===== src/rtl/cfgstore_pkg.sv =====
package cfgstore_pkg;

  typedef enum logic [1:0] {
    OP_IDLE  = 2'd0,
    OP_WRITE = 2'd1,
    OP_READ  = 2'd2,
    OP_LOAD  = 2'd3
  } opState_e;

  localparam logic [1:0]  CMD_WRITE = 2'b01;
  localparam logic [1:0]  CMD_READ  = 2'b10;
  localparam logic [15:0] CRC_POLY  = 16'h1021;
  localparam logic [15:0] CRC_SEED  = 16'hFFFF;
  localparam logic [15:0] CRC_BLANK = 16'h0000;

  // strobes from the sequencer to the storage datapath
  typedef struct packed {
    logic ldCapture;  // latch the power-up selection result
    logic wrStart;    // program word, stamp and used flag
    logic wrCommit;   // program the CRC field at end of latency
    logic wrReject;   // flag a refused WRITE
    logic rdCapture;  // latch a READ result
  } ctrlStrobe_t;

endpackage


===== src/rtl/cfgstore_ctrl.sv =====
module cfgstore_ctrl
  import cfgstore_pkg::*;
#(
  parameter int WR_LAT = 8
) (
  input  logic        clk,
  input  logic        porN,
  input  logic        cmdValid,
  input  logic [1:0]  cmdOp,
  input  logic        wrBlocked,
  output opState_e    opState,
  output ctrlStrobe_t strobe
);

  localparam int LAT_W = (WR_LAT < 2) ? 1 : $clog2(WR_LAT);
  localparam logic [LAT_W-1:0] LAT_LAST = LAT_W'(WR_LAT - 1);

  opState_e         stateQ, stateD;
  logic [LAT_W-1:0] latQ, latD;

  always_comb begin
    strobe = '0;
    stateD = stateQ;
    latD   = latQ;
    unique case (stateQ)
      OP_LOAD: begin
        strobe.ldCapture = 1'b1;
        stateD           = OP_IDLE;
      end
      OP_IDLE: begin
        if (cmdValid) begin
          if (cmdOp == CMD_WRITE) begin
            if (wrBlocked) begin
              strobe.wrReject = 1'b1;
            end else begin
              strobe.wrStart = 1'b1;
              latD           = LAT_LAST;
              stateD         = OP_WRITE;
            end
          end else if (cmdOp == CMD_READ) begin
            strobe.rdCapture = 1'b1;
            stateD           = OP_READ;
          end
        end
      end
      OP_WRITE: begin
        if (latQ == '0) begin
          strobe.wrCommit = 1'b1;
          stateD          = OP_IDLE;
        end else begin
          latD = latQ - 1'b1;
        end
      end
      OP_READ: stateD = OP_IDLE;
      default: stateD = OP_IDLE;
    endcase
  end

  always_ff @(posedge clk or negedge porN) begin
    if (!porN) begin
      stateQ <= OP_LOAD;
      latQ   <= '0;
    end else begin
      stateQ <= stateD;
      latQ   <= latD;
    end
  end

  assign opState = stateQ;

endmodule


===== src/rtl/cfgstore_dp.sv =====
module cfgstore_dp
  import cfgstore_pkg::*;
#(
  parameter int NUM_LINES = 6,
  parameter int DATA_W    = 16,
  parameter int LINE_W    = 3,
  parameter int CNT_W     = 3
) (
  input  logic              clk,
  input  logic              porN,
  input  logic              blankN,
  input  ctrlStrobe_t       strobe,
  input  logic [LINE_W-1:0] cmdLine,
  input  logic [DATA_W-1:0] cmdData,
  output logic              wrBlocked,
  output logic              wrErr,
  output logic              readOk,
  output logic [DATA_W-1:0] readData,
  output logic [CNT_W-1:0]  linesUsed,
  output logic [DATA_W-1:0] cfgOut,
  output logic              startEn,
  output logic              crcFail
);

  function automatic logic [15:0] crcOf(input logic [DATA_W-1:0] word);
    logic [15:0] acc;
    logic        fb;
    acc = CRC_SEED;
    for (int b = DATA_W - 1; b >= 0; b--) begin
      fb  = acc[15] ^ word[b];
      acc = {acc[14:0], 1'b0};
      if (fb) acc = acc ^ CRC_POLY;
    end
    return acc;
  endfunction

  // persistent cell array (cleared only by blankN)
  logic [NUM_LINES-1:0] cellUsed;
  logic [DATA_W-1:0]    cellData [NUM_LINES];
  logic [15:0]          cellCrc  [NUM_LINES];
  logic [CNT_W-1:0]     cellSeq  [NUM_LINES];
  logic [NUM_LINES-1:0] lineCrcOk;

  // volatile write-in-progress record
  logic [LINE_W-1:0] pendLine;
  logic [15:0]       pendCrc;

  logic [CNT_W-1:0]  usedCount;
  logic [CNT_W-1:0]  nextSeq;
  logic [LINE_W-1:0] newestIdx;
  logic [CNT_W-1:0]  newestSeq;
  logic              anyUsed;
  logic              tgtInRange;
  logic              tgtUsed;
  logic              tgtCrcOk;
  logic [DATA_W-1:0] tgtData;

  assign nextSeq = usedCount + 1'b1;

  for (genvar i = 0; i < NUM_LINES; i++) begin : gLine
    localparam logic [LINE_W-1:0] IDX = LINE_W'(i);

    always_ff @(posedge clk or negedge blankN) begin
      if (!blankN) begin
        cellUsed[i] <= 1'b0;
        cellData[i] <= '0;
        cellCrc[i]  <= CRC_BLANK;
        cellSeq[i]  <= '0;
      end else begin
        if (strobe.wrStart && cmdLine == IDX) begin
          cellUsed[i] <= 1'b1;
          cellData[i] <= cmdData;
          cellSeq[i]  <= nextSeq;
        end
        if (strobe.wrCommit && pendLine == IDX) begin
          cellCrc[i] <= pendCrc;
        end
      end
    end

    assign lineCrcOk[i] = cellUsed[i] && (crcOf(cellData[i]) == cellCrc[i]);
  end

  always_comb begin
    usedCount = '0;
    for (int i = 0; i < NUM_LINES; i++) begin
      usedCount = usedCount + CNT_W'(cellUsed[i]);
    end
  end

  // newest line: highest write-order stamp among used lines
  always_comb begin
    newestIdx = '0;
    newestSeq = '0;
    for (int i = 0; i < NUM_LINES; i++) begin
      if (cellUsed[i] && cellSeq[i] > newestSeq) begin
        newestIdx = LINE_W'(i);
        newestSeq = cellSeq[i];
      end
    end
  end

  assign anyUsed = |cellUsed;

  always_comb begin
    tgtInRange = 1'b0;
    tgtUsed    = 1'b0;
    tgtCrcOk   = 1'b0;
    tgtData    = '0;
    for (int i = 0; i < NUM_LINES; i++) begin
      if (cmdLine == LINE_W'(i)) begin
        tgtInRange = 1'b1;
        tgtUsed    = cellUsed[i];
        tgtCrcOk   = lineCrcOk[i];
        tgtData    = cellData[i];
      end
    end
  end

  assign wrBlocked = !tgtInRange || tgtUsed || (int'(usedCount) >= NUM_LINES);

  always_ff @(posedge clk or negedge porN) begin
    if (!porN) begin
      wrErr    <= 1'b0;
      readOk   <= 1'b0;
      readData <= '0;
      cfgOut   <= '0;
      startEn  <= 1'b0;
      crcFail  <= 1'b0;
      pendLine <= '0;
      pendCrc  <= CRC_BLANK;
    end else begin
      if (strobe.ldCapture) begin
        if (anyUsed && lineCrcOk[newestIdx]) begin
          cfgOut  <= cellData[newestIdx];
          startEn <= 1'b1;
          crcFail <= 1'b0;
        end else begin
          cfgOut  <= '0;
          startEn <= 1'b0;
          crcFail <= anyUsed;
        end
      end
      if (strobe.wrStart) begin
        wrErr    <= 1'b0;
        readOk   <= 1'b0;
        pendLine <= cmdLine;
        pendCrc  <= crcOf(cmdData);
      end
      if (strobe.wrReject) begin
        wrErr  <= 1'b1;
        readOk <= 1'b0;
      end
      if (strobe.rdCapture) begin
        wrErr    <= 1'b0;
        readOk   <= tgtCrcOk;
        readData <= tgtData;
      end
    end
  end

  assign linesUsed = usedCount;

endmodule


===== src/rtl/cfgstore_top.sv =====
module cfgstore_top
  import cfgstore_pkg::*;
#(
  parameter int NUM_LINES = 6,
  parameter int DATA_W    = 16,
  parameter int WR_LAT    = 8,
  localparam int LINE_W   = (NUM_LINES < 2) ? 1 : $clog2(NUM_LINES),
  localparam int CNT_W    = $clog2(NUM_LINES + 1)
) (
  input  logic              clk,
  input  logic              porN,
  input  logic              blankN,
  input  logic              cmdValid,
  input  logic [1:0]        cmdOp,
  input  logic [LINE_W-1:0] cmdLine,
  input  logic [DATA_W-1:0] cmdData,
  output logic [1:0]        opState,
  output logic              wrErr,
  output logic              readOk,
  output logic [DATA_W-1:0] readData,
  output logic [CNT_W-1:0]  linesUsed,
  output logic [DATA_W-1:0] cfgOut,
  output logic              startEn,
  output logic              crcFail
);

  ctrlStrobe_t strobe;
  opState_e    stateNow;
  logic        wrBlocked;

  cfgstore_ctrl #(.WR_LAT(WR_LAT)) uCtrl (
    .clk      (clk),
    .porN     (porN),
    .cmdValid (cmdValid),
    .cmdOp    (cmdOp),
    .wrBlocked(wrBlocked),
    .opState  (stateNow),
    .strobe   (strobe)
  );

  cfgstore_dp #(
    .NUM_LINES(NUM_LINES),
    .DATA_W   (DATA_W),
    .LINE_W   (LINE_W),
    .CNT_W    (CNT_W)
  ) uDp (
    .clk      (clk),
    .porN     (porN),
    .blankN   (blankN),
    .strobe   (strobe),
    .cmdLine  (cmdLine),
    .cmdData  (cmdData),
    .wrBlocked(wrBlocked),
    .wrErr    (wrErr),
    .readOk   (readOk),
    .readData (readData),
    .linesUsed(linesUsed),
    .cfgOut   (cfgOut),
    .startEn  (startEn),
    .crcFail  (crcFail)
  );

  assign opState = stateNow;

endmodule


===== config.mk =====
export PLATFORM = sky130hd
export DESIGN_NAME = cfgstore_top
export DESIGN_NICKNAME = d
export VERILOG_FILES = /design/src/rtl/cfgstore_pkg.sv /design/src/rtl/cfgstore_ctrl.sv /design/src/rtl/cfgstore_dp.sv /design/src/rtl/cfgstore_top.sv
export SDC_FILE = /design/constraint.sdc
export NUM_CORES = 1
export LEC_CHECK = 0
export ABC_CLOCK_PERIOD_IN_PS = 9690
export BUFFER_PORTS_ARGS = -buffer_cell sky130_fd_sc_hd__buf_2
export CAP_MARGIN = 10
export CELL_PAD_IN_SITES_DETAIL_PLACEMENT = 0
export CELL_PAD_IN_SITES_GLOBAL_PLACEMENT = 2
export CORE_MARGIN = 2
export CORE_UTILIZATION = 30
export DETAILED_ROUTE_END_ITERATION = 16
export GPL_TIMING_DRIVEN = 0
export PLACE_DENSITY_LB_ADDON = 0.1
export SLEW_MARGIN = 5
export SYNTH_ARGS = -nofsm -noshare
export SYNTH_HDL_FRONTEND = slang
export SYNTH_SLANG_ARGS = --single-unit

===== constraint.sdc =====
create_clock -name clk -period 9.69 [get_ports clk]
set_clock_uncertainty 0.05 [all_clocks]
set_input_delay 0.969 -clock clk [delete_from_list [all_inputs] [get_ports clk]]
set_output_delay 0.969 -clock clk [all_outputs]
set_load 0.05 [all_outputs]

==> results of run 1 <==
layout by cell type (no fill, tap or decap), types with 4 or more instances in the layout:
cell       count
buf_4          8
a21oi_1       43
xnor3_1       17
nand3_1       28
nor2b_1        6
buf_2         66
clkbuf_16     38
o31ai_1        5
o21ai_0       44
a211oi_1      26
mux2_2       229
and3_1         6
clkbuf_1      77
or2_2          7
inv_1         35
nor4_1         6
a221oi_1      10
dfrtp_1      273
a22o_1        17
clkbuf_8      11
mux4_2         8
o211ai_1       5
buf_1         11
mux2i_1       29
xnor2_1      170
ha_1          16
xor2_1        71
nor2_1        48
nand2b_1       4
and4_1         5
nand4_1        4
nor3_1        14
and2_1        16
a22oi_1       11
o22ai_1       22
nand2_1       58
or3_1         15
clkinv_2       4
critical path, delay by kind of cell (launching register included):
| kind | cells | cell delay, ns |
|---|---|---|
| DFF | 1 | 0.47 |
| buffers and inverters | 2 | 0.70 |
| muxes | 3 | 0.90 |
| and+or+nand+nor | 13 | 2.33 |
| AOI/OAI and AO/OA | 13 | 2.70 |
| adders and majority gates | 5 | 1.64 |
worst paths after layout:
check | from | depth (start not counted) | to
worst max-delay path | uDp.cellUsed[0] | 36 | uDp.cfgOut[2]
min in group clk | uCtrl.latQ[0] | 1 | uCtrl.latQ[0]
max in group asynchronous | blankN | 3 | uDp.cellCrc[62]
worst min register to register | uCtrl.latQ[0] | 1 | uCtrl.latQ[0]
worst max register to register | uDp.cellUsed[0] | 36 | uDp.cfgOut[2]
worst min-delay path | porN | 1 | uCtrl.latQ[1]
cell type report:
cell class / count / area [µm²]
Sequential cell: 276 / 6910
Clock buffer: 58 / 1136
Inverter: 35 / 131.4
Timing Repair Buffer: 60 / 396.6
Fill cell: 5336 / 34180
Multi-Input combinational cell: 999 / 8574
Clock inverter: 5 / 36.28
Buffer: 101 / 430.4
Antenna cell: 1 / 2.502
Tap cell: 688 / 860.8
registers in the layout, indices dropped and copies added, names as in the netlist:
register,count
uDp.cfgOut,16
uDp.wrErr,1
uCtrl.latQ,3
uDp.startEn,1
uDp.pendLine,3
uDp.cellCrc,96
uDp.crcFail,1
uDp.pendCrc,16
uDp.cellUsed,6
uCtrl.opState,2
uDp.readOk,1
uDp.cellData,96
uDp.cellSeq,18
uDp.readData,16
power groups by stage:
stage          Sequential [mW]  Combinational [mW]  Clock [mW]
2_1_floorplan             1.63                1.52           0
3_3_place_gp              1.71                2.30           0
3_5_place_dp              1.71                2.31           0
4_1_cts                   1.69                2.32        1.39
5_1_grt                   1.71                2.54        1.43
6_report                  1.69                2.34        1.35
cells by family (layout without fill, tap and decap cells):
kind of cell / Yosys count / in the layout
AOI/OAI and AO/OA: 213 / 213
xor gates and xnor gates: 261 / 261
adders and majority gates: 19 / 19
buffers and inverters: 136 / 259
DFF: 276 / 276
muxes: 266 / 266
other: 0 / 1
and+or+nand+nor: 240 / 240
layer usage:
layer / global-route usage [%] / up-vias / wire length, µm
met5: 0 / - / 0
met2: 33.85 / 313 / 27250
met4: 5.965 / 0 / 1582
li1: - / 5213 / -
met3: 4.350 / 75 / 3463
met1: 32.49 / 5990 / 29380
timing repair:
action                                  in CTS  in global routing
pin swaps                                    1                  1
resized for setup                            0                  6
endpoints found under the hold margin        0                  0
endpoints found under the setup margin      13                 17
hold buffers                                 0                  0
setup buffers                                2                  2
==> run summary, run 1 <==
Clock sink count = 276
Syn nets = 1,455
Pin count of the biggest net entering global routing = 102
Seq/Total Area, Yosys = 43.11%
Initial drt markers = 821
Clk slew on worst S/H paths = 0.05 ns
Relative slew slack = 18.22%
DIE AREA = 55,290 µm²
H-tree levels = 2
Area delta synth->final = 15.30%
Maximum clock insertion buffer count = 3
Largest family of logic cells by synthesized area = multiplexers
CP arrival = 9.26 ns
Max FO, Critical Path = 10
Setup_tns = 0 ns
Worst hold path class = in -> async
Post-layout util = 35.09%
FF+latch count, synth = 276
Synth Flop Type = dfrtp_1
Yosys warning count = 0
Drt pass-1 iters = 5
Post-synthesis mux area share = 19.03%
Clock latency reported for the late side of the worst-skew pair = 0.56 ns
Via count = 11.59k
Pwr Total = 5.384 mW
Switching pwr = 2.352 mW
Post-synthesis compound-gate area fraction = 9.126%
Most used cell, CP = ha_1
Io pins = 66
Synth top area share = 42.78%
DP Area = 17,260 µm²
Final std cells w/o fill = 2,223
Core area = 52,660 µm²
Syn Area/Cell = 11.36 µm²
WL final = 61.67 mm
Peak supply drop = 0.1176 mV
Die width = 235.1 µm
Placed Cells = 2,155
ANT nets after route = 0
Critical Setup Path Class = reg -> reg
Crit start category = flip-flop
Post-layout nets = 1,554
Mapped Cells = 1,411
Pleak = 8.391 nW
Sw Ratio = 43.68%
DRC viols = 0
Most frequent cell after synthesis = dfrtp_1
Synth area leaders = dfrtp_1, mux2_2, xnor2_1
RSZ-0062 raised after global routing = no
P_int = 3.032 mW
Actual slew at the worst max-slew pin = 1.227 ns
Total CTS buffers = 37
GPL Wtd Cong = 0.8773
CTS tree = done
Post-Synth Adder-Cell Area = 1.624%
MaxCap Viol Count = 0
Largest area contributor in the netlist = dfrtp_1
Share of cells above drive strength 1 = 26.21%
Vias per inst = 5.214
Die height = 235.1 µm
Clock network power share = 25.1%
Post-route clock period utilization = 91.53%
WHS = 0.1875 ns
Status = complete, no violations
Initial Util = 30.44%
Post-Place Setup Slack = -0.1482 ns
Sequential Power Share = 31.4%
Final count of pins violating max slew = 0
Gr usage total = 22.36%
CP peak stage delay = 0.52 ns
Register-to-register setup slack = 0.82 ns
Synth cell count leaders = dfrtp_1, mux2_2, xnor2_1
Post-synth EDFFs = 0
Final min period = 8.869 ns
Wire per inst = 27.74 µm
Simple-Gate Fraction of Synth Area = 7.706%
Setup violations, final = 0
CP Data Required Time = 10.09 ns
Post-DP HPWL = 45.57 mm
Final Hold Viols = 0
Design area = 18,480 µm²
Antenna violations before repair = 14
Yosys cell types = 75
Rows = 84
Slowest CP cell = clkbuf_1
Post-Syn Area = 16,030 µm²
Global-route wire length before repair = 88.04 mm
# port buffers = 52
PnR worst setup slack = 0.8211 ns
CTS Root Cell = clkbuf_16
XOR/XNOR share of the synthesized area = 15.91%
Post-synth ARST share = 100.0%
CP Capture Type = flip-flop
Maximum clock rate = 0.1128 GHz
Power per cell area = 291.3 nW/µm²
Vias in the first global route = 11.57k
Total gr overflow = 0
Comb pwr share = 43.5%
No activity file was read; power rests on OpenSTA's default activity.
==> inputs of run 2 (changes only) <==
- ABC_CLOCK_PERIOD_IN_PS: 9690 -> 11000
- SKIP_LAST_GASP: unset -> 1
- clock period: 9.69 -> 11 ns (I/O delays scaled with it)
==> run 2 against run 1 <==
Compared with the run above:
- first-iteration DRC count up 4.0%
- clock power down 12%
- flip-flop and latch count unchanged
- global-route usage about the same
- sequential power down 12%
- largest cell class unchanged
==> run summary, run 2 (synthesized netlist as in run 1, its figures left out) <==
Status = complete, no violations (unchanged)
Area of the multi-input gates = 8564 µm² (was 8574 µm²)
Drt pass-1 iters = 5 (unchanged)
Most frequent cells in the layout = dfrtp_1, mux2_2, xnor2_1 (unchanged)
H-tree levels = 2 (unchanged)
CTS Root Cell = clkbuf_16 (unchanged)
Pwr Total = 4.706 mW (was 5.384 mW)
Clock latency reported for the late side of the worst-skew pair = 0.56 ns (about the same)
Setup crit start = uDp.cellUsed[0] (unchanged)
Vias in the first global route = 11.54k (was 11.57k)
Design area = 18,440 µm² (was 18,480 µm²)
Comb pwr share = 43.2% (was 43.5%)
DP Area = 17,260 µm² (unchanged)
Power per cell area = 255.3 nW/µm² (was 291.3 nW/µm²)
WL final = 61.50 mm (was 61.67 mm)
Rows = 84 (unchanged)
FF-to-FF End = uDp.cfgOut[3] (was uDp.cfgOut[2])
Initial drt markers = 854 (was 821)
Switching pwr = 2.058 mW (was 2.352 mW)
Setup_tns = 0 ns (unchanged)
Total CTS buffers = 37 (unchanged)
Sw Ratio = 43.74% (was 43.68%)
Placed Cells = 2,155 (unchanged)
CP Data Required Time = 11.40 ns (was 10.09 ns)
Maximum clock rate = 0.1026 GHz (was 0.1128 GHz)
Post-layout nets = 1,550 (was 1,554)
Initial Util = 30.44% (unchanged)
Worst R2R Start = uDp.cellUsed[0] (unchanged)
Critical Setup Path Class = reg -> reg (unchanged)
Clock sink count = 276 (unchanged)
Top flop regs = uDp.cellCrc (96), uDp.cellData (96), uDp.cellSeq (18) (unchanged)
# port buffers = 52 (unchanged)
Reg2reg path depth = 35 (was 36)
Peak supply drop = 0.1045 mV (was 0.1176 mV)
Die width = 235.1 µm (unchanged)
ANT nets after route = 0 (unchanged)
CP peak stage delay = 0.54 ns (was 0.52 ns)
# Post-CTS Setup Buffers = 0 (was 2)
Post-CTS Hold Buffers = 0 (unchanged)
Maximum clock insertion buffer count = 3 (unchanged)
Pin count of the biggest net entering global routing = 102 (unchanged)
Clk slew on worst S/H paths = 0.05 ns (about the same)
Wire per inst = 27.71 µm (was 27.74 µm)
Core area = 52,660 µm² (unchanged)
# fillers = 5,338 (was 5,336)
Post-cts gate resize count = 0 (unchanged)
Pleak = 8.370 nW (was 8.391 nW)
Die height = 235.1 µm (unchanged)
Most common cell after layout, fill and taps aside = dfrtp_1 (unchanged)
Setup violations, final = 0 (unchanged)
Final std cells w/o fill = 2,219 (was 2,223)
Final Hold Viols = 0 (unchanged)
Clock network power share = 25.2% (was 25.1%)
P_int = 2.648 mW (was 3.032 mW)
Crit start category = flip-flop (unchanged)
Share of cells above drive strength 1 = 25.69% (was 26.21%)
Worst hold path class = in -> async (unchanged)
Register-to-register setup slack = 1.25 ns (was 0.82 ns)
Antenna violations before repair = 14 (unchanged)
Area delta synth->final = 15.04% (was 15.30%)
Relative slew slack = 14.50% (was 18.22%)
Via count = 11.54k (was 11.59k)
RSZ-0062 raised after global routing = no (unchanged)
Global-route wire length before repair = 87.99 mm (was 88.04 mm)
Sequential Power Share = 31.6% (was 31.4%)
Total gr overflow = 0 (unchanged)
Register area = 6909 µm² (was 6910 µm²)
Post-DP HPWL = 45.57 mm (unchanged)
CTS tree = done (unchanged)
Post-route clock period utilization = 88.65% (was 91.53%)
CP Capture Type = flip-flop (unchanged)
DRC viols = 0 (unchanged)
Vias per inst = 5.202 (was 5.214)
Max FO, Critical Path = 10 (unchanged)
Most used cell, CP = ha_1 (unchanged)
Actual slew at the worst max-slew pin = 1.282 ns (was 1.227 ns)
DIE AREA = 55,290 µm² (unchanged)
GPL Wtd Cong = 0.8773 (unchanged)
CP arrival = 10.15 ns (was 9.26 ns)
Slowest CP cell = dfrtp_1 (was clkbuf_1)
Final min period = 9.751 ns (was 8.869 ns)
Final count of pins violating max slew = 0 (unchanged)
Io pins = 66 (unchanged)
Gr usage total = 22.36% (about the same)
MaxCap Viol Count = 0 (unchanged)
[run 2: final cells by class]
type / count / area share [%]
Tap cell: 688 / 4.669
Antenna cell: 1 / 0.01357
Buffer: 101 / 2.328
Inverter: 35 / 0.7126
Multi-Input combinational cell: 999 / 46.45
Clock buffer: 58 / 6.162
Timing Repair Buffer: 56 / 1.988
Clock inverter: 5 / 0.1968
Sequential cell: 276 / 37.48
[run 2: worst max path at each step]
| stage | endpoint | depth (start not counted) | slack (ns) |
|---|---|---|---|
| 6_report | uDp.cfgOut[3] | 35 | 1.25 |
| 5_1_grt | uDp.cfgOut[3] | 35 | 0.42 |
| 4_1_cts | uDp.cfgOut[3] | 35 | 1.14 |
| 3_5_place_dp | uDp.cfgOut[3] | 35 | 1.16 |
| 3_3_place_gp | uDp.cfgOut[3] | 35 | 1.17 |
| 2_1_floorplan | uDp.cfgOut[10] | 36 | 3.32 |
[run 2: power groups by stage]
stage          registers (mW)  logic [mW]  clock network, mW
2_1_floorplan            1.43        1.34                  0
3_3_place_gp             1.51        2.03                  0
3_5_place_dp             1.51        2.03                  0
4_1_cts                  1.49        2.04               1.22
5_1_grt                  1.50        2.21               1.26
6_report                 1.49        2.03               1.19
[run 2: metrics by stage]
step | hold slack (ns) | util [%] | worst slack (ns)
after floorplan | 0.3896 | - | 3.323
after CTS | 0.3016 | 35.01 | 1.141
final | 0.3167 | 35.01 | 1.249
after detailed placement | 0.4211 | 32.78 | 1.162
after global placement | 0.4088 | 32.57 | 1.168
after global routing | 0.3118 | 35.01 | 0.4225
[run 2: per-layer routing]
metal	global-route usage, %	up-vias	wire (µm)
met5	0	-	0
met4	5.850	0	1572
met3	4.350	78	3132
met2	33.89	309	27170
met1	32.48	5950	29620
li1	-	5206	-
[run 2: critical path: cells and delay by family, from the launching register on]
family | cells | cell delay, ns
buffers and inverters | 1 | 0.50
DFF | 1 | 0.54
and+or+nand+nor | 13 | 2.60
muxes | 3 | 0.94
AOI/OAI and AO/OA | 13 | 3.37
adders and majority gates | 5 | 1.66
==> inputs of run 3 (changes only) <==
- ABC_AREA: unset -> 1
==> run 3 against run 2 <==
Compared with the run above:
- flip-flop and latch count is the same
- critical path depth grew 6
- cell area grew 2.6%
- via count grew 27%
- synthesized area grew 2.5%
- first-iteration DRC count grew 36%
- power shrank 48%
- largest cell class unchanged
- largest power group is now clock
- highest routed layer unchanged
==> run summary, run 3 <==
Synth top area share = 41.75% (was 42.78%)
Max FO, Critical Path = 10 (unchanged)
DRC viols = 0 (unchanged)
Most common cell after layout, fill and taps aside = nand2_1 (was dfrtp_1)
Power per cell area = 129.9 nW/µm² (was 255.3 nW/µm²)
Yosys warning count = 0 (unchanged)
Final Hold Viols = 0 (unchanged)
Final min period = 9.366 ns (was 9.751 ns)
Critical Setup Path Class = reg -> reg (unchanged)
Via count = 14.60k (was 11.54k)
Largest family of logic cells by synthesized area = simple AND/OR/NAND/NOR gates (was multiplexers)
CTS tree = done (unchanged)
Post-DP HPWL = 54.33 mm (was 45.57 mm)
Peak supply drop = 0.08796 mV (was 0.1045 mV)
Vias in the first global route = 14.13k (was 11.54k)
Design area = 18,910 µm² (was 18,440 µm²)
Comb pwr share = 7.4% (was 43.2%)
Post-synth EDFFs = 0 (unchanged)
RSZ-0062 raised after global routing = no (unchanged)
Slowest CP cell = nor2_1 (was dfrtp_1)
# port buffers = 62 (was 52)
Post-cts gate resize count = 0 (unchanged)
Antenna violations before repair = 2 (was 14)
Clock network power share = 49.9% (was 25.2%)
WL final = 69.69 mm (was 61.50 mm)
Initial Util = 30.40% (was 30.44%)
Synth Flop Type = dfrtp_1 (unchanged)
Clock latency reported for the late side of the worst-skew pair = 0.56 ns (about the same)
CP arrival = 9.75 ns (was 10.15 ns)
Status = complete, no violations (unchanged)
Actual slew at the worst max-slew pin = 1.043 ns (was 1.282 ns)
Post-route clock period utilization = 85.15% (was 88.65%)
Seq/Total Area, Yosys = 42.07% (was 43.11%)
Pin count of the biggest net entering global routing = 97 (was 102)
Maximum clock insertion buffer count = 3 (unchanged)
Initial drt markers = 1,163 (was 854)
Post-synthesis compound-gate area fraction = 13.10% (was 9.126%)
Post-Synth Adder-Cell Area = 1.585% (was 1.624%)
Worst hold path class = in -> async (unchanged)
Pleak = 8.839 nW (was 8.370 nW)
Mapped Cells = 2,113 (was 1,411)
Global-route wire length before repair = 99.96 mm (was 87.99 mm)
Simple-Gate Fraction of Synth Area = 23.23% (was 7.706%)
P_int = 1.809 mW (was 2.648 mW)
Setup_tns = 0 ns (unchanged)
Post-synthesis mux area share = 0% (was 19.03%)
Syn Area/Cell = 7.773 µm² (was 11.36 µm²)
Final count of pins violating max slew = 0 (unchanged)
MaxCap Viol Count = 0 (unchanged)
Post-synth ARST share = 100.0% (unchanged)
Pwr Total = 2.456 mW (was 4.706 mW)
Most frequent cell after synthesis = nand2_1 (was dfrtp_1)
CP Data Required Time = 11.38 ns (was 11.40 ns)
Synth cell count leaders = nand2_1, o21ai_0, dfrtp_1 (was dfrtp_1, mux2_2, xnor2_1)
Area delta synth->final = 15.14% (was 15.04%)
Drt pass-1 iters = 5 (unchanged)
CTS Root Cell = clkbuf_16 (unchanged)
GPL Wtd Cong = 0.9289 (was 0.8773)
XOR/XNOR share of the synthesized area = 12.97% (was 15.91%)
Relative slew slack = 30.44% (was 14.50%)
ANT nets after route = 0 (unchanged)
Clk slew on worst S/H paths = 0.06 ns (was 0.05 ns)
Switching pwr = 647.3 µW (was 2.058 mW)
Post-layout nets = 2,261 (was 1,550)
Core area = 54,030 µm² (was 52,660 µm²)
Io pins = 66 (unchanged)
PnR worst setup slack = 1.634 ns (was 1.249 ns)
Post-CTS Hold Buffers = 0 (unchanged)
Largest area contributor in the netlist = dfrtp_1 (unchanged)
H-tree levels = 2 (unchanged)
Crit start category = flip-flop (unchanged)
Sequential Power Share = 42.7% (was 31.6%)
Post-Place Setup Slack = 1.745 ns (was 1.162 ns)
DP Area = 17,700 µm² (was 17,260 µm²)
Sw Ratio = 26.35% (was 43.74%)
DIE AREA = 56,640 µm² (was 55,290 µm²)
Syn nets = 2,157 (was 1,455)
Post-layout util = 35.00% (was 35.01%)
Vias per inst = 4.965 (was 5.202)
Gr usage total = 24.83% (was 22.36%)
Post-Syn Area = 16,420 µm² (was 16,030 µm²)
# Post-CTS Setup Buffers = 0 (unchanged)
CP Capture Type = flip-flop (unchanged)
Die width = 238.0 µm (was 235.1 µm)
Wire per inst = 23.70 µm (was 27.71 µm)
Clock sink count = 276 (unchanged)
Total CTS buffers = 37 (unchanged)
Die height = 238.0 µm (was 235.1 µm)
Synth area leaders = dfrtp_1, nand2_1, o21ai_0 (was dfrtp_1, mux2_2, xnor2_1)
Share of cells above drive strength 1 = 10.66% (was 25.69%)
Most used cell, CP = nand2_1 (was ha_1)
CP peak stage delay = 0.60 ns (was 0.54 ns)
Most frequent cells in the layout = nand2_1, o21ai_0, dfrtp_1 (was dfrtp_1, mux2_2, xnor2_1)
Total gr overflow = 0 (unchanged)
Setup violations, final = 0 (unchanged)
FF+latch count, synth = 276 (unchanged)
Top flop regs = uDp.cellCrc (96), uDp.cellData (96), uDp.cellSeq (18) (unchanged)
Yosys cell types = 52 (was 75)
Rows = 85 (was 84)
Maximum clock rate = 0.1068 GHz (was 0.1026 GHz)
[run 3: changes by cell type after synthesis, moves of 25 or more]
cell / change
inv_1: +157
a211oi_1: -25
xnor2_1: -95
nand2_1: +571
xor2_1: +46
mux2_2: -229
nand3_1: +106
o21ai_0: +243
mux2i_1: -29
[run 3: per-layer routing]
layer | global-route usage [%] | wire, µm
met1 | 35.18 | 32800
met2 | 38.20 | 30660
met3 | 5.044 | 4323
met4 | 7.292 | 1898
met5 | 0 | 0
[run 3: logic make-up (layout without fill, tap and decap cells)]
kind of cell | after synthesis | in the layout
compound gates | 398 | 398
xor+xnor | 216 | 216
fa+ha+maj | 19 | 19
buf+inv | 297 | 427
flops | 276 | 276
other cells | 0 | 2
simple gates | 907 | 907
[run 3: path summary, 6_finish.rpt]
check,endpoint,cells after the start,slack [ns],start
max,uDp.cfgOut[14],41,1.63,uDp.cellUsed[0]
min,uCtrl.latQ[0],1,0.29,porN
max reg2reg,uDp.cfgOut[14],41,1.63,uDp.cellUsed[0]
min reg2reg,uDp.cfgOut[12],2,0.43,uDp.cfgOut[12]
max in group asynchronous,uDp.cellCrc[33],3,9.24,blankN
min in group clk,uDp.cfgOut[12],2,0.43,uDp.cfgOut[12]
[run 3: worst max-delay path: cells and delay by family (launching register included)]
family / cells / cell delay, ns
DFF: 1 / 0.54
adders and majority gates: 5 / 1.55
buffers and inverters: 5 / 0.97
AOI/OAI and AO/OA: 10 / 2.55
and+or+nand+nor: 21 / 3.58
[run 3: power groups by stage]
stage	clock (mW)	sequential (mW)	combinational, mW
floorplan	0	1.11	0.0605
global placement	0	1.07	0.181
detailed placement	0	1.07	0.185
CTS	1.25	1.05	0.186
global route	1.30	1.05	0.199
finish	1.23	1.05	0.183
[run 3: cell type report]
cell class,count,area [µm²]
diodes,2,5.005
plain buffers,80,345.3
clock buffers,49,1032
clock inverters,16,173.9
fillers,5798,35110
inverters,217,814.5
multi-input cells,1540,8356
flip-flops and latches,276,6909
well taps,696,870.8
repair buffers,65,405.4
[run 3: through the flow]
step	instances	hold slack [ns]
after floorplan	2113	0.4029
after global placement	2871	0.4129
after detailed placement	2874	0.4175
after CTS	2939	0.2621
after global routing	2939	0.2649
final	2941	0.2942
